<file path="src/rtl/rxq_pkg.sv">
package rxq_pkg;
    localparam int ENTRY_W = 12;
    localparam int ERR_W   = 4;
    localparam logic [ENTRY_W-1:0] BRK_CODE = 12'h400;

    typedef enum logic [1:0] {
        OCC_EMPTY   = 2'd0,
        OCC_PARTIAL = 2'd1,
        OCC_FULL    = 2'd2
    } occ_e;
endpackage

</file>
<file path="src/rtl/rxq_store.sv">
module rxq_store #(
    parameter int DEPTH = 16,
    parameter int W     = 12
) (
    input  logic         clk,
    input  logic         rst_n,
    input  logic         flush,
    input  logic         wr_en,
    input  logic [W-1:0] wr_data,
    input  logic         rd_en,
    output logic [W-1:0] rd_data
);
    localparam int PW = (DEPTH > 1) ? $clog2(DEPTH) : 1;
    localparam logic [PW-1:0] LAST = PW'(DEPTH - 1);

    logic [W-1:0]  mem [DEPTH];
    logic [PW-1:0] wr_ptr, rd_ptr;

    function automatic logic [PW-1:0] bump(input logic [PW-1:0] p);
        return (p == LAST) ? '0 : p + 1'b1;
    endfunction

    always_ff @(posedge clk or negedge rst_n) begin
        if (!rst_n) begin
            wr_ptr <= '0;
            rd_ptr <= '0;
        end else if (flush) begin
            wr_ptr <= '0;
            rd_ptr <= '0;
        end else begin
            if (wr_en) wr_ptr <= bump(wr_ptr);
            if (rd_en) rd_ptr <= bump(rd_ptr);
        end
    end

    always_ff @(posedge clk or negedge rst_n) begin
        if (!rst_n) begin
            for (int i = 0; i < DEPTH; i++) mem[i] <= '0;
        end else if (wr_en && !flush) begin
            mem[wr_ptr] <= wr_data;
        end
    end

    assign rd_data = mem[rd_ptr];


    flush_ptr_chk: assert property (@(posedge clk) disable iff (!rst_n)
        flush |=> (rd_ptr == '0 && wr_ptr == '0));
endmodule

</file>
<file path="src/rtl/rxq_ctrl.sv">
module rxq_ctrl
    import rxq_pkg::*;
#(
    parameter int DEPTH = 16,
    parameter int TRIG  = 1
) (
    input  logic clk,
    input  logic rst_n,
    input  logic fifo_en,
    input  logic push_req,
    input  logic rd_strobe,
    output logic can_accept,
    output logic push_ok,
    output logic pop_ok,
    output logic flush,
    output logic full_flag,
    output logic empty_flag,
    output logic irq
);
    localparam int CW = $clog2(DEPTH + 1);
    localparam logic [CW-1:0] CAP_FIFO = CW'(DEPTH);
    localparam logic [CW-1:0] TRIG_HI  = CW'(TRIG);
    localparam logic [CW-1:0] TRIG_LO  = CW'(TRIG - 1);

    occ_e          state, state_nxt;
    logic [CW-1:0] count, count_nxt;
    logic          mode_q;

    assign flush      = (fifo_en != mode_q);
    assign can_accept = !flush && (mode_q ? (count < CAP_FIFO) : (count == '0));
    assign push_ok    = push_req && can_accept;
    assign pop_ok     = rd_strobe && (count != '0) && !flush;

    always_comb begin
        if (flush) count_nxt = '0;
        else       count_nxt = count + CW'(push_ok) - CW'(pop_ok);
    end

    // next-state selection
    always_comb begin
        if (count_nxt == '0)
            state_nxt = OCC_EMPTY;
        else if (fifo_en ? (count_nxt == CAP_FIFO) : (count_nxt == CW'(1)))
            state_nxt = OCC_FULL;
        else
            state_nxt = OCC_PARTIAL;
    end

    // state register
    always_ff @(posedge clk or negedge rst_n) begin
        if (!rst_n) begin
            state  <= OCC_EMPTY;
            count  <= '0;
            mode_q <= 1'b0;
        end else begin
            state  <= state_nxt;
            count  <= count_nxt;
            mode_q <= fifo_en;
        end
    end

    // flag outputs from state
    always_comb begin
        unique case (state)
            OCC_EMPTY:   begin empty_flag = 1'b1; full_flag = 1'b0; end
            OCC_PARTIAL: begin empty_flag = 1'b0; full_flag = 1'b0; end
            OCC_FULL:    begin empty_flag = 1'b0; full_flag = 1'b1; end
            default:     begin empty_flag = 1'b1; full_flag = 1'b0; end
        endcase
    end

    always_ff @(posedge clk or negedge rst_n) begin
        if (!rst_n)
            irq <= 1'b0;
        else if (!flush) begin
            if (push_ok && !pop_ok && count_nxt == TRIG_HI)      irq <= 1'b1;
            else if (pop_ok && !push_ok && count_nxt == TRIG_LO) irq <= 1'b0;
        end
    end


    count_bound_chk: assert property (@(posedge clk) disable iff (!rst_n)
        count <= CAP_FIFO);

    single_cap_chk: assert property (@(posedge clk) disable iff (!rst_n)
        !mode_q |-> count <= CW'(1));

    full_blocks_chk: assert property (@(posedge clk) disable iff (!rst_n)
        (state == OCC_FULL) |-> !can_accept);

    empty_read_chk: assert property (@(posedge clk) disable iff (!rst_n)
        (rd_strobe && count == '0 && !push_req) |=> count == '0);

    flush_count_chk: assert property (@(posedge clk) disable iff (!rst_n)
        flush |=> (count == '0 && state == OCC_EMPTY));

    same_cycle_chk: assert property (@(posedge clk) disable iff (!rst_n)
        (push_ok && pop_ok) |=> $stable(count));
endmodule

</file>
<file path="src/rtl/rxq_stat.sv">
module rxq_stat #(
    parameter int EW = 4
) (
    input  logic          clk,
    input  logic          rst_n,
    input  logic          rd_strobe,
    input  logic          stat_wr,
    input  logic [EW-1:0] head_err,
    output logic [EW-1:0] status
);
    always_ff @(posedge clk or negedge rst_n) begin
        if (!rst_n)         status <= '0;
        else if (stat_wr)   status <= '0;
        else if (rd_strobe) status <= head_err;
    end


    stat_clear_chk: assert property (@(posedge clk) disable iff (!rst_n)
        stat_wr |=> status == '0);
endmodule

</file>
<file path="src/rtl/uart_rx_buffer.sv">
module uart_rx_buffer
    import rxq_pkg::*;
#(
    parameter int DEPTH = 16,
    parameter int TRIG  = 1
) (
    input  logic               clk,
    input  logic               rst_n,
    input  logic               push_valid,
    input  logic [ENTRY_W-1:0] push_entry,
    input  logic               break_evt,
    input  logic               rd_strobe,
    input  logic               stat_wr,
    input  logic               fifo_en,
    output logic [ENTRY_W-1:0] rd_data,
    output logic [7:0]         flags,
    output logic [ERR_W-1:0]   rx_status,
    output logic               can_accept,
    output logic               rx_irq
);
    logic               push_ok, pop_ok, flush, full_flag, empty_flag;
    logic [ENTRY_W-1:0] in_entry;

    assign in_entry = break_evt ? BRK_CODE : push_entry;

    rxq_ctrl #(.DEPTH(DEPTH), .TRIG(TRIG)) u_ctrl (
        .clk        (clk),
        .rst_n      (rst_n),
        .fifo_en    (fifo_en),
        .push_req   (push_valid | break_evt),
        .rd_strobe  (rd_strobe),
        .can_accept (can_accept),
        .push_ok    (push_ok),
        .pop_ok     (pop_ok),
        .flush      (flush),
        .full_flag  (full_flag),
        .empty_flag (empty_flag),
        .irq        (rx_irq)
    );

    rxq_store #(.DEPTH(DEPTH), .W(ENTRY_W)) u_store (
        .clk     (clk),
        .rst_n   (rst_n),
        .flush   (flush),
        .wr_en   (push_ok),
        .wr_data (in_entry),
        .rd_en   (pop_ok),
        .rd_data (rd_data)
    );

    rxq_stat #(.EW(ERR_W)) u_stat (
        .clk       (clk),
        .rst_n     (rst_n),
        .rd_strobe (rd_strobe),
        .stat_wr   (stat_wr),
        .head_err  (rd_data[ENTRY_W-1:ENTRY_W-ERR_W]),
        .status    (rx_status)
    );

    assign flags = {1'b1, full_flag, 1'b0, empty_flag, 4'b0000};


    empty_flag_chk: assert property (@(posedge clk) disable iff (!rst_n)
        !(flags[4] && flags[6]));

    break_wins_chk: assert property (@(posedge clk) disable iff (!rst_n)
        (break_evt && push_ok) |-> in_entry == BRK_CODE);
endmodule

</file>
<file path="config.mk">
export PLATFORM = sky130hd
export DESIGN_NAME = uart_rx_buffer
export DESIGN_NICKNAME = d
export VERILOG_FILES = /design/src/rtl/rxq_pkg.sv /design/src/rtl/rxq_store.sv /design/src/rtl/rxq_ctrl.sv /design/src/rtl/rxq_stat.sv /design/src/rtl/uart_rx_buffer.sv
export SDC_FILE = /design/constraint.sdc
export NUM_CORES = 1
export LEC_CHECK = 0
export CELL_PAD_IN_SITES_DETAIL_PLACEMENT = 1
export CELL_PAD_IN_SITES_GLOBAL_PLACEMENT = 2
export CORE_ASPECT_RATIO = 0.5
export CORE_UTILIZATION = 35
export DETAILED_ROUTE_END_ITERATION = 10
export PLACE_DENSITY = 0.64
export SYNTH_ARGS = -nofsm -noshare
export SYNTH_HDL_FRONTEND = slang
export SYNTH_SLANG_ARGS = --single-unit
</file>
<file path="constraint.sdc">
create_clock -name clk -period 5 [get_ports clk]
set_input_delay 0.75 -clock clk [delete_from_list [all_inputs] [get_ports clk]]
set_output_delay 0.75 -clock clk [all_outputs]
set_load 0.005 [all_outputs]
</file>
[Yosys cells after proc, flatten, opt, wreduce, memory -nomap -nowiden]
Cells that the tools add are included.
W data, S select, Z words.
Word-level totals
  bits in latches: 0
  memory bits (read-only): 0
  bits in writable memories: 0
  word-level logic and storage cells: 88
  register bits after elaboration: 213
  input port bits: 19
  memories: 0
Operators by class
  shift operators: 0
  bitwise gates (word level): 4
  $mul: 0
  equality and inequality tests: 7
  add/subtract/negate cells: 4
  divide/modulo/power cells: 0
  magnitude comparators: 4
  muxes and demuxes: 24
  reductions and logical operators: 22
Operator list (number)
  $bwmux W192: 1
  $bmux W12 S4: 1
  $demux W12 S4: 1
  $mux W12: 4
  $mux W4: 8
  $ge A5 B5 Y1 const B: 2
  $logic_and A1 B1 Y1: 10
  $logic_not A5 Y1: 2
  $not A4 Y5: 2
  $add A4 B1 Y4 const B: 2
  $eq A4 B4 Y1 const B: 2
  $reduce_bool A2 Y1: 4
  $mux W1: 6
  $add A5 B1 Y5: 1
  $eq A5 B1 Y1 const B: 1
  $eq A5 B5 Y1 const B: 1
  $lt A5 B1 Y1 const B: 1
  $lt A5 B5 Y1 const B: 1
  $mux W5: 1
  $reduce_bool A5 Y1: 1
  $sub A5 B1 Y5: 1
  $mux W2: 2
  $logic_not A1 Y1: 3
  $eq A2 B1 Y1 const B: 1
  other kinds (6): 6

[Logic depth before layout (Yosys ltp)]
Gate-level depths: netlist of the first run.
  word-level depth: 11
  gate-level depth with buffers: 16

[Modules after synthesis]
From an unflattened synthesis of the first run, not the netlist that was laid out.
Unflattened totals
  cell total of the unflattened synthesis: 694
  area total of the unflattened synthesis: 10248.6 um^2
Modules (own cells, without submodules)
  rxq_store: instances 1, cells each 589, area an instance 9251.4 um^2
  rxq_ctrl: instances 1, cells each 68, area an instance 675.6 um^2
  uart_rx_buffer: instances 1, cells each 24, area an instance 161.4 um^2
  rxq_stat: instances 1, cells each 13, area an instance 160.2 um^2

[Least setup slack after synthesis of the first run]
OpenSTA, ideal clock, no wires.
  path type: input to register
  start: input fifo_en
  end: register u_ctrl.irq
  required time: 4876 ps
  data arrival time: 3732 ps
  stages: 14
  library setup time: 124 ps
  slack: 1144 ps
  cells stage by stage: or2_2 o21a_1 buf_6 buf_12 nor3_4 ha_1 inv_1 ha_1 fa_1 a21oi_1 o21bai_1 xnor2_1 or4_1 a211o_1
On the way
  longest elaborated chain between the ends: 11
Ends and longest elaborated chain
  start, declared: RTL line uart_rx_buffer.sv:14  | input logic fifo_en,
  $ne A1 B1 Y1 *: RTL line rxq_ctrl.sv:29  | assign flush = (fifo_en != mode_q);
  $logic_not A1 Y1: RTL line rxq_ctrl.sv:30, rxq_ctrl.sv:32
  $logic_and A1 B1 Y1: RTL line rxq_ctrl.sv:30  | assign can_accept = !flush && (mode_q ? (count < CAP_FIFO) : (count == '0));
  $logic_and A1 B1 Y1: RTL line rxq_ctrl.sv:31  | assign push_ok = push_req && can_accept;
  $add A5 B1 Y5: RTL line rxq_ctrl.sv:36  | else count_nxt = count + CW'(push_ok) - CW'(pop_ok);
  $sub A5 B1 Y5: RTL line rxq_ctrl.sv:36
  $mux W5: RTL line rxq_ctrl.sv:35  | if (flush) count_nxt = '0;
  $eq A5 B1 Y1 / $logic_not A5 Y1 (equally long branches): RTL line rxq_ctrl.sv:76, rxq_ctrl.sv:77
  $logic_and A1 B1 Y1 (on tied branches): RTL line rxq_ctrl.sv:76, rxq_ctrl.sv:77
  $reduce_bool A2 Y1 (no source line)
  $reduce_and A2 Y1 (no source line)
  end signal, assigned: RTL line rxq_ctrl.sv:74  | irq <= 1'b0;
  end signal, assigned: RTL line rxq_ctrl.sv:76  | if (push_ok && !pop_ok && count_nxt == TRIG_HI) irq <= 1'b1;
  end signal, assigned: RTL line rxq_ctrl.sv:77  | else if (pop_ok && !push_ok && count_nxt == TRIG_LO) irq <= 1'b0;
  end, declared: RTL line rxq_ctrl.sv:18  | output logic irq
Mark *: on every way between the ends. The rest lies on a longest branch, timed or not.
A chain may end at the register's enable or synchronous reset.

[Final worst setup path of the first run]
  start: register u_store.rd_ptr[0]
  end: output rd_data[7]
On the way
  longest elaborated chain between the ends: 4
Ends and longest elaborated chain
  start, declared: RTL line rxq_store.sv:17  | logic [PW-1:0] wr_ptr, rd_ptr;
  start signal, assigned: RTL line rxq_store.sv:32  | if (rd_en) rd_ptr <= bump(rd_ptr);
  $not A4 Y5 (implied by the code): RTL line rxq_store.sv:44  | assign rd_data = mem[rd_ptr];
  $bmux W12 S4: RTL line rxq_store.sv:44
  $mux W12 (implied by the code) (2 in series): RTL line rxq_store.sv:44
  end, declared: RTL line uart_rx_buffer.sv:15  | output logic [ENTRY_W-1:0] rd_data,
No other way between the ends. The select of a mux whose other input is x is not followed.

==> results of run 1 <==
==> cells by family (layout without fill, tap and decap cells) <==
group	after synthesis	after routing	synth area share
mux	241	241	0.3035
xor+xnor	9	9	0.007423
fa+ha+maj	14	14	0.01720
flops	213	213	0.5019
buf+inv	74	121	0.03924
simple gates	113	113	0.07765
compound gates	90	90	0.05232
other cells	2	6	0.0007072
==> report_power, final <==
group          switching [mW]  internal, mW  total [mW]
clock                   0.701         0.926        1.63
combinational           0.643         0.701        1.34
sequential              0.203          1.90        2.10
==> synth_stat cells, drive strengths merged (3+ instances only) <==
cell,number,area share
a21oi,30,0.014
a221oi,8,0.0066
a22o,4,0.0033
a22oi,12,0.0085
and2,4,0.0024
and2b,7,0.0049
buf,42,0.028
clkbuf,21,0.0074
dfrtp,213,0.50
ha,13,0.015
inv,11,0.0039
mux2,184,0.21
mux2i,25,0.024
mux4,32,0.068
nand2,24,0.0085
nand2b,3,0.0018
nand3,11,0.0052
nor2,28,0.0099
nor2b,8,0.0047
nor3,4,0.0029
nor4,17,0.033
o21a,4,0.0028
o21ai,23,0.011
xnor2,5,0.0041
xor2,4,0.0033
==> registers in the layout (all words and copies together) (netlist names) <==
signal          flops
u_store.mem       192
u_store.rd_ptr      4
u_ctrl.mode_q       1
u_stat.status       4
u_ctrl.state        2
u_store.wr_ptr      4
u_ctrl.count        5
u_ctrl.irq          1
==> metal layers <==
metal,global-route usage,vias up,share of wire
met5,0,-,0
met4,0.03192,0,0.014
met3,0.02555,25,0.034
met2,0.2783,67,0.44
met1,0.2828,3323,0.51
li1,-,2811,-
==> path summary, 6_finish.rpt <==
path	startpoint	end	slack, ns	cells after the start
worst max-delay path	u_store.rd_ptr[0]$_DFFE_PN0P_	rd_data[7]	1.11	7
worst min-delay path	rst_n	u_store.mem[169]$_DFFE_PN0P_	0.32	1
worst max register to register	u_ctrl.count[2]$_DFF_PN0_	u_ctrl.irq$_DFFE_PN0P_	1.24	14
worst min register to register	u_store.mem[98]$_DFFE_PN0P_	u_store.mem[98]$_DFFE_PN0P_	0.50	1
max in group asynchronous	rst_n	u_store.mem[185]$_DFFE_PN0P_	3.54	2
min in group clk	u_store.mem[98]$_DFFE_PN0P_	u_store.mem[98]$_DFFE_PN0P_	0.50	1
==> through the flow <==
stage | power [mW] | setup WS [ns] | area (µm²) | hold WS, ns | util
2_1_floorplan | 3.005 | 1.144 | 10630 | 0.4544 | -
3_3_place_gp | 3.463 | 0.6721 | 11410 | 0.4678 | 0.3880
3_5_place_dp | 3.494 | 0.6224 | 11410 | 0.4806 | 0.3880
4_1_cts | 5.149 | 1.033 | 12100 | 0.3478 | 0.4114
5_1_grt | 5.334 | 0.8703 | 12100 | 0.3702 | 0.4114
6_report | 5.074 | 1.113 | 12100 | 0.3151 | 0.4114
==> final cells by class <==
type	count	area (µm²)	share of cell area
clock buffer	32	629.4	0.05203
clock inverter	6	58.81	0.004862
multi-input combinational	473	4888	0.4042
sequential	213	5336	0.4412
timing repair buffer	72	651.9	0.05389
inverter	11	41.29	0.003414
tap	391	489.2	0.04045
==> out/results.tsv, run 1 <==
stage	metric	value	unit
setup_path	CP cell instances	buf_4, mux2_2, o21ai_0, a21oi_1, a22oi_1, nand2_1, clkdlybuf4s50_1	
routing	Post-DRT Antenna Nets	0	
setup_path	critical path arrival	3.14	ns
placed_design	GP Congestion	0.7422	
routing	routed len/inst	22.76	µm
setup_path	Worst setup SP type	flop	
routing	# DRC	0	
clock_network	CTS root buf	clkbuf_16	
power	VDD IR max	0.2560	mV
cells_and_area	Fillers	2999	
clock_network	H-tree depth	1	
global_route	largest net degree at the start of global routing	120	
floorplanning	Die ar.	0.03108	mm²
routing	drt pass-1 iters	4	
setup_path	critical-path maximum fanout	25	
placed_design	dpl cells	1160	
floorplanning	Die Ht	125.2	µm
setup_path	crit end category	primary output	
global_route	vias in the first global route	6976	
synth	ys flop type	dfrtp_1	
global_route	first-pass GRT wire length	43.11	mm
job	max-cap violation count	0	
timing	min Tclk post-route	3.887	ns
synth	Post-synth EDFFs	0	
cells_and_area	Area Overhead vs Synth	13.90	%
floorplanning	# rows	44	
timing	Layout Skew	0.01672	ns
timing	fin crit share	0.7774	
floorplanning	Core Area	0.02940	mm²
setup_path	Crit-path slowest cell	dfrtp_4	
placed_design	Port Buffers	38	
global_route	All-Layer GR Usage	0.1843	
synth	register area share after synthesis	0.5019	
synth	Async SR Flop Fraction	1.000	
status	status	completed	
global_route	GR Overflow Total	0	
clock_network	CTS Buf Count	22	
routing	Initial DRC Count	345	
placed_design	hpwl dp	17.07	mm
clock_network	Setup Fix Bufs, Post-CTS	0	
cells_and_area	most frequent cells in the layout	dfrtp_1, mux2_2, mux2_4	
floorplanning	I/O pin count	45	
cells_and_area	Layout Cells excl Fill	1198	
clock_network	maximum buffer depth of the clock tree	3	
cells_and_area	final net count	826	
global_route	initial antenna violation count	0	
routing	via/cell ratio	5.197	
power	Leak	5.433	nW
timing	Setup TNS	0	ns
synth	total number of yosys warnings	0	
setup_path	CP top delay family	buffers and inverters	
synth	synth unique cells	47	
timing	Slew headroom	0.2274	
clock_network	post-CTS sizing	0	
setup_path	Worst path max stage delay	0.75	ns
synth	Cells after Synth	756	
synth	Mapped Avg Cell Area	14.05	µm²
worst_hold_path	HP Class	input pin to asynchronous set/reset pin	
timing	Pins Over Slew Limit	0	
timing	endpoints failing setup	0	
timing	Least-Margin Pin Slew	1.155	ns
synth	Syn Std Cell Area	0.01062	mm²
setup_path	WS Path Type	flop to primary output	
setup_path	WP data required	4.25	ns
clock_network	worst skew pair latency	0.52	ns
clock_network	hold buffer count at CTS	0	
routing	via count	6226	
cells_and_area	commonest non-fill, non-tap cell in the layout	dfrtp_1	
cells_and_area	layout cells sized above 1	0.3779	
power	PwrDens	419.5	mW/mm²
routing	final wirelength	27.27	mm
timing	RSZ-0062 raised after global routing	false	
cells_and_area	antenna cells	0	
synth	#FFs+latches synth	213	
clock_network	CTS tree	built	
clock_network	Worst-path clk slew	0.06	ns
timing	Hold Fails Final Rpt	0	
floorplanning	die width	248.3	µm
setup_path	Buffers & Inverters on Critical Path	2	
clock_network	CTS sink count	213	
floorplanning	Initial Utilization	0.3612	
timing	max frequency	257.3	MHz
Note: power is estimated with default switching activity, not from simulation.
==> run 2: changes to the inputs <==
==> constraint.sdc (replaced) <==
create_clock -name clk -period 3.9 [get_ports clk]
set_input_delay 0.585 -clock clk [delete_from_list [all_inputs] [get_ports clk]]
set_output_delay 0.585 -clock clk [all_outputs]
set_load 0.005 [all_outputs]
==> run 2 against run 1 <==
Critical path depth fell by 1. Count of clock-buffer cells in the layout fell by 1. Combinational power rose by 40%. Routed wire length barely moved. Power rose by 32%. Cell area rose by 0.70%. Hold slack got worse by 0.15 ns. First-iteration DRC count rose by 17%. Global-route usage rose by 0.14 points. Sequential power rose by 25%. Sequential share of layout area fell by 0.31 points.
==> out/results.tsv, run 2 (synthesis results as in run 1) <==
stage	metric	value	unit	change
clock_network	worst skew pair latency	0.52	ns	about the same
floorplanning	# rows	44		unchanged
timing	Slew headroom	0.1677		-0.05973
clock_network	CTS Buf Count	22		unchanged
clock_network	Setup Fix Bufs, Post-CTS	0		unchanged
routing	drt pass-1 iters	4		unchanged
power	Int Pwr	4.703	mW	+33%
cells_and_area	most frequent cells in the layout	dfrtp_1, mux2_2, mux2_4		
global_route	first-pass GRT wire length	43.62	mm	+1.2%
floorplanning	I/O pin count	45		unchanged
cells_and_area	Fillers	3008		+0.30%
power	Power, Total	6.684	mW	+32%
timing	min Tclk post-route	3.716	ns	
worst_hold_path	HP Class	input pin to asynchronous set/reset pin		
power	clock power share	0.327		+0.006
power	switching power	1.981	mW	+28%
clock_network	CTS tree	built		
timing	RSZ-0062 raised after global routing	false		
setup_path	r2r worst-path depth	14		unchanged
setup_path	critical path arrival	3.13	ns	about the same
power	Sw Ratio	0.2963		-0.008649
floorplanning	Initial Utilization	0.3612		unchanged
floorplanning	Die ar.	0.03108	mm²	unchanged
timing	max frequency	269.1	MHz	
routing	via/cell ratio	5.226		+0.55%
clock_network	Worst-path clk slew	0.06	ns	about the same
clock_network	hold buffer count at CTS	0		unchanged
setup_path	Worst setup SP type	flop		
timing	Least-Margin Pin Slew	1.249	ns	+0.09386 ns
routing	routed len/inst	22.71	µm	-0.24%
setup_path	RR Startpoint	u_ctrl.count[3]$_DFF_PN0_		
setup_path	Worst R2R End	u_ctrl.irq$_DFFE_PN0P_		
timing	fin crit share	0.9529		
floorplanning	Die Ht	125.2	µm	unchanged
timing	Pins Over Slew Limit	0		unchanged
cells_and_area	area of the multi-input gates	0.004888	mm²	unchanged
cells_and_area	final net count	829		+0.36%
global_route	vias in the first global route	7021		+0.65%
cells_and_area	biggest regs	u_store.mem (192), u_ctrl.count (5)		
status	status	completed		
placed_design	GP Congestion	0.7531		+1.5%
timing	Layout Skew	0.01435	ns	-0.002373 ns
power	Comb power frac	0.281		+0.016
global_route	GR Overflow Total	0		unchanged
cells_and_area	commonest non-fill, non-tap cell in the layout	dfrtp_1		
routing	via count	6276		+0.80%
global_route	initial antenna violation count	0		unchanged
cells_and_area	layout cells sized above 1	0.3802		+0.002304
cells_and_area	Largest Register	u_store.mem		
global_route	largest net degree at the start of global routing	100		-17%
setup_path	worst reg2reg setup slack	0.37	ns	-0.87 ns
clock_network	CTS root buf	clkbuf_16		
setup_path	WP data required	3.31	ns	-0.94 ns
cells_and_area	max reg flops	192		unchanged
setup_path	crit end category	primary output		
power	sequential power share	0.392		-0.022
placed_design	hpwl dp	16.93	mm	-0.82%
routing	Initial DRC Count	403		+17%
setup_path	critical-path maximum fanout	10		-60%
job	max-cap violation count	0		unchanged
placed_design	Port Buffers	38		unchanged
timing	Hold Fails Final Rpt	0		unchanged
cells_and_area	Register Area	0.005336	mm²	unchanged
routing	final wirelength	27.27	mm	about the same
clock_network	H-tree depth	1		unchanged
power	Leak	5.469	nW	+0.68%
routing	# DRC	0		unchanged
clock_network	CTS sink count	213		unchanged
power	VDD IR max	0.3178	mV	+24%
cells_and_area	antenna cells	0		unchanged
floorplanning	die width	248.3	µm	unchanged
routing	Post-DRT Antenna Nets	0		unchanged
timing	endpoints failing setup	0		unchanged
floorplanning	Core Area	0.02940	mm²	unchanged
cells_and_area	Area Overhead vs Synth	14.70	%	
global_route	All-Layer GR Usage	0.1857		+0.001395
clock_network	maximum buffer depth of the clock tree	3		unchanged
power	PwrDens	548.7	mW/mm²	+31%
clock_network	post-CTS sizing	0		unchanged
timing	Setup TNS	0	ns	unchanged
setup_path	WS Path Type	flop to primary output		
[run 2: how the worst max path moves through the flow]
stage                                  startpoint                endpoint  cells after the start
floorplan               u_ctrl.count[3]$_DFF_PN0_  u_ctrl.irq$_DFFE_PN0P_                     16
global placement                          fifo_en  u_ctrl.irq$_DFFE_PN0P_                     13
detailed placement                        fifo_en  u_ctrl.irq$_DFFE_PN0P_                     13
CTS                 u_store.rd_ptr[2]$_DFFE_PN0P_              rd_data[3]                      6
global route        u_store.rd_ptr[2]$_DFFE_PN0P_              rd_data[5]                      6
finish              u_store.rd_ptr[2]$_DFFE_PN0P_              rd_data[3]                      6
[run 2: routing by layer]
metal,track usage,vias to the layer above,wire length (µm),share of wire
met5,0,-,0,0
met2,0.2776,67,12060,0.44
met3,0.02684,37,618,0.023
met1,0.2851,3357,14120,0.52
met4,0.03623,0,476,0.017
li1,-,2815,-,-
[run 2: per-stage QoR]
step | setup WS [ns] | area [µm²] | instances | util | hold slack (ns)
after global placement | 0.07777 | 11450 | 1163 | 0.3896 | 0.4690
final | 0.1839 | 12180 | 1201 | 0.4143 | 0.1607
after CTS | 0.1632 | 12180 | 1201 | 0.4143 | 0.2084
after detailed placement | 0.02811 | 11450 | 1163 | 0.3896 | 0.4885
after floorplan | 0.1211 | 10630 | 760 | - | 0.2894
after global routing | 0.01351 | 12180 | 1201 | 0.4143 | 0.2155
[run 2: cell type report]
| cell class | count | share of cell area |
|---|---|---|
| sequential | 213 | 0.4381 |
| inverter | 11 | 0.003390 |
| clock buffer | 31 | 0.05054 |
| multi-input combinational | 473 | 0.4013 |
| tap | 391 | 0.04016 |
| timing repair buffer | 75 | 0.05742 |
| clock inverter | 7 | 0.009040 |
[run 2: power groups by stage]
stage	clock [mW]	combinational (mW)	sequential, mW
after floorplan	0	1.29	2.56
after global placement	0	1.87	2.65
after detailed placement	0	1.91	2.66
after CTS	2.25	1.91	2.62
after global routing	2.34	2.06	2.65
final	2.19	1.88	2.62
[run 2: critical path, cell delays in order (launching register included)]
cell	delay, ns
dfrtp_1	0.68
nor2b_1	0.66
buf_4	0.32
a221oi_1	0.15
a22oi_1	0.25
nand2_1	0.09
clkdlybuf4s50_1	0.45
==> run 3: changes to the inputs <==
--- a/config.mk
+++ b/config.mk
@@ -10,7 +10,8 @@
 export CORE_ASPECT_RATIO = 0.5
 export CORE_UTILIZATION = 35
 export DETAILED_ROUTE_END_ITERATION = 10
-export PLACE_DENSITY = 0.64
+export DONT_BUFFER_PORTS = 1
+export PLACE_DENSITY = 0.61
 export SYNTH_ARGS = -nofsm -noshare
 export SYNTH_HDL_FRONTEND = slang
 export SYNTH_SLANG_ARGS = --single-unit
==> run 3 against run 2 <==
The flow now finishes with violations (negative hold slack). Utilization shrank 1.3 points. First-iteration DRC count shrank 7.7%. Die area is the same. Register-to-register slack lost 0.03 ns. Clock skew shrank 0.0035 ns. Critical path type is now flop to flop. Critical endpoint is now u_ctrl.irq$_DFFE_PN0P_.
==> out/results.tsv, run 3 (synthesis results as in run 1) <==
stage	metric	value	unit	change
cells_and_area	biggest regs	u_store.mem (192), u_ctrl.count (5)		
global_route	All-Layer GR Usage	0.1872		+0.001455
setup_path	Worst R2R End	u_ctrl.irq$_DFFE_PN0P_		
power	Sw Ratio	0.2945		-0.001845
power	Int Pwr	4.588	mW	-2.4%
setup_path	r2r worst-path depth	14		unchanged
power	switching power	1.915	mW	-3.3%
cells_and_area	Area Overhead vs Synth	11.17	%	
floorplanning	Core Area	0.02940	mm²	unchanged
setup_path	critical path arrival	3.96	ns	+0.83 ns
clock_network	CTS root buf	clkbuf_16		
setup_path	crit end category	flop		
timing	fin crit share	0.9125		-0.04035
timing	max frequency	281.0	MHz	+4.4%
placed_design	Port Buffers	0		-100%
floorplanning	Initial Utilization	0.3612		unchanged
cells_and_area	antenna cells	0		unchanged
setup_path	CP cell instances	inv_1, ha_1, or3b_4, o21a_2, nor3_4, inv_1, ha_1, inv_1, ha_1, a21o_1, a21oi_1, xor2_1, or4_1, a211o_1		
cells_and_area	max reg flops	192		unchanged
clock_network	H-tree depth	1		unchanged
cells_and_area	final net count	785		-5.3%
status	failing checks	negative hold slack		
routing	via count	6154		-1.9%
clock_network	Worst-path clk slew	0.06	ns	about the same
routing	Initial DRC Count	372		-7.7%
global_route	GR Overflow Total	0		unchanged
timing	Pins Over Slew Limit	0		unchanged
cells_and_area	layout cells sized above 1	0.3997		+0.01949
timing	RSZ-0062 raised after global routing	false		
timing	Setup TNS	0	ns	unchanged
setup_path	WS Path Type	flop to flop		
setup_path	Crit-path slowest cell	or4_1		
floorplanning	# rows	44		unchanged
global_route	initial antenna violation count	2		+2
placed_design	hpwl dp	16.75	mm	-1.1%
clock_network	CTS sink count	213		unchanged
status	status	finished with violations		
clock_network	worst skew pair latency	0.51	ns	about the same
floorplanning	Die ar.	0.03108	mm²	unchanged
power	PwrDens	550.8	mW/mm²	+0.39%
setup_path	critical-path maximum fanout	5		-5
routing	# DRC	0		unchanged
power	Comb power frac	0.239		-0.042
routing	Post-DRT Antenna Nets	0		unchanged
global_route	first-pass GRT wire length	43.37	mm	-0.57%
timing	Layout Skew	0.01086	ns	-0.003489 ns
routing	routed len/inst	23.83	µm	+4.9%
clock_network	post-CTS sizing	0		unchanged
setup_path	Worst path max stage delay	0.49	ns	-0.19 ns
clock_network	Setup Fix Bufs, Post-CTS	0		unchanged
routing	via/cell ratio	5.310		+1.6%
timing	endpoints failing setup	0		unchanged
timing	Hold Fails Final Rpt	213		+213
setup_path	Worst setup SP type	flop		
power	clock power share	0.355		+0.028
cells_and_area	most frequent cells in the layout	dfrtp_1, mux2_2, mux2_4		
setup_path	worst reg2reg setup slack	0.34	ns	-0.03 ns
floorplanning	die width	248.3	µm	unchanged
global_route	vias in the first global route	6886		-1.9%
routing	drt pass-1 iters	4		unchanged
clock_network	CTS Buf Count	22		unchanged
cells_and_area	Largest Register	u_store.mem		
job	max-cap violation count	0		unchanged
timing	Hold Slack	-0.2218	ns	-0.3824 ns
floorplanning	Die Ht	125.2	µm	unchanged
floorplanning	I/O pin count	45		unchanged
placed_design	GP Congestion	0.7406		-1.7%
power	Leak	5.316	nW	-2.8%
clock_network	CTS tree	built		
routing	final wirelength	27.62	mm	+1.3%
setup_path	RR Startpoint	u_ctrl.count[3]$_DFF_PN0_		
cells_and_area	commonest non-fill, non-tap cell in the layout	dfrtp_1		
timing	Slew headroom	0.1673		-0.0003260
worst_hold_path	HP Class	input pin to asynchronous set/reset pin		
timing	min Tclk post-route	3.559	ns	-0.1574 ns
global_route	largest net degree at the start of global routing	214		+110%
power	VDD IR max	0.2377	mV	-25%
timing	Least-Margin Pin Slew	1.244	ns	-0.004108 ns
clock_network	maximum buffer depth of the clock tree	3		unchanged
setup_path	WP data required	4.30	ns	+0.99 ns
power	sequential power share	0.406		+0.014
run 3: cell types whose count changed in the layout (fill, tap and decap cells not counted), sizes merged:
cell | previous run | this run
clkdlybuf4s50 | 37 | 0
buf | 37 | 31
clkbuf | 32 | 29
clkinvlp | 0 | 2
bufinv | 3 | 4
clkinv | 4 | 5
run 3: worst max-delay path by stage:
stage / start / to / slack [ns] / cells after the start
global route: u_ctrl.count[2]$_DFF_PN0_ / u_ctrl.irq$_DFFE_PN0P_ / 0.07 / 14
global placement: u_ctrl.count[3]$_DFF_PN0_ / u_ctrl.irq$_DFFE_PN0P_ / 0.39 / 14
CTS: u_ctrl.count[3]$_DFF_PN0_ / u_ctrl.irq$_DFFE_PN0P_ / 0.29 / 14
detailed placement: u_ctrl.count[3]$_DFF_PN0_ / u_ctrl.irq$_DFFE_PN0P_ / 0.31 / 14
finish: u_ctrl.count[3]$_DFF_PN0_ / u_ctrl.irq$_DFFE_PN0P_ / 0.34 / 14
floorplan: u_ctrl.count[3]$_DFF_PN0_ / u_ctrl.irq$_DFFE_PN0P_ / 0.12 / 16
run 3: layer usage:
metal / global-route usage / vias up / wire [µm] / part of all wire
li1: - / 2729 / - / -
met4: 0.04232 / 0 / 561 / 0.020
met3: 0.03585 / 40 / 1404 / 0.051
met5: 0 / - / 0 / 0
met1: 0.2686 / 3286 / 12860 / 0.47
met2: 0.2925 / 99 / 12790 / 0.46
run 3: critical path: cells and delay by family, from the launching register on:
family | cells | cell delay, ns
buffers and inverters | 3 | 0.29
adders and majority gates | 3 | 0.59
xor gates and xnor gates | 1 | 0.18
AOI/OAI and AO/OA | 4 | 0.93
DFF | 1 | 0.38
and+or+nand+nor | 3 | 1.08
run 3: layout make-up:
cell class,count,area (µm²)
Clock buffer,29,628.1
Clock inverter,11,163.9
Fill cell,2982,17590
Inverter,11,41.29
Multi-Input combinational cell,473,4888
Sequential cell,213,5336
Tap cell,391,489.2
Timing Repair Buffer,31,257.7
run 3: metrics by stage:
stage / utilization / worst slack [ns] / instances / area, µm² / total power [mW]
6_report: 0.4016 / 0.3412 / 1159 / 11810 / 6.503
5_1_grt: 0.4016 / 0.06595 / 1159 / 11810 / 6.827
4_1_cts: 0.4016 / 0.2917 / 1159 / 11810 / 6.617
3_5_place_dp: 0.3746 / 0.3115 / 1119 / 11010 / 4.263
3_3_place_gp: 0.3746 / 0.3884 / 1119 / 11010 / 4.229
2_1_floorplan: - / 0.1211 / 760 / 10630 / 3.853
run 3: power groups by stage:
stage          registers [mW]  clock network, mW  logic (mW)
3_5_place_dp             2.68                  0        1.58
2_1_floorplan            2.56                  0        1.29
5_1_grt                  2.67               2.46        1.70
3_3_place_gp             2.68                  0        1.55
4_1_cts                  2.65               2.39        1.58
6_report                 2.64               2.31        1.55
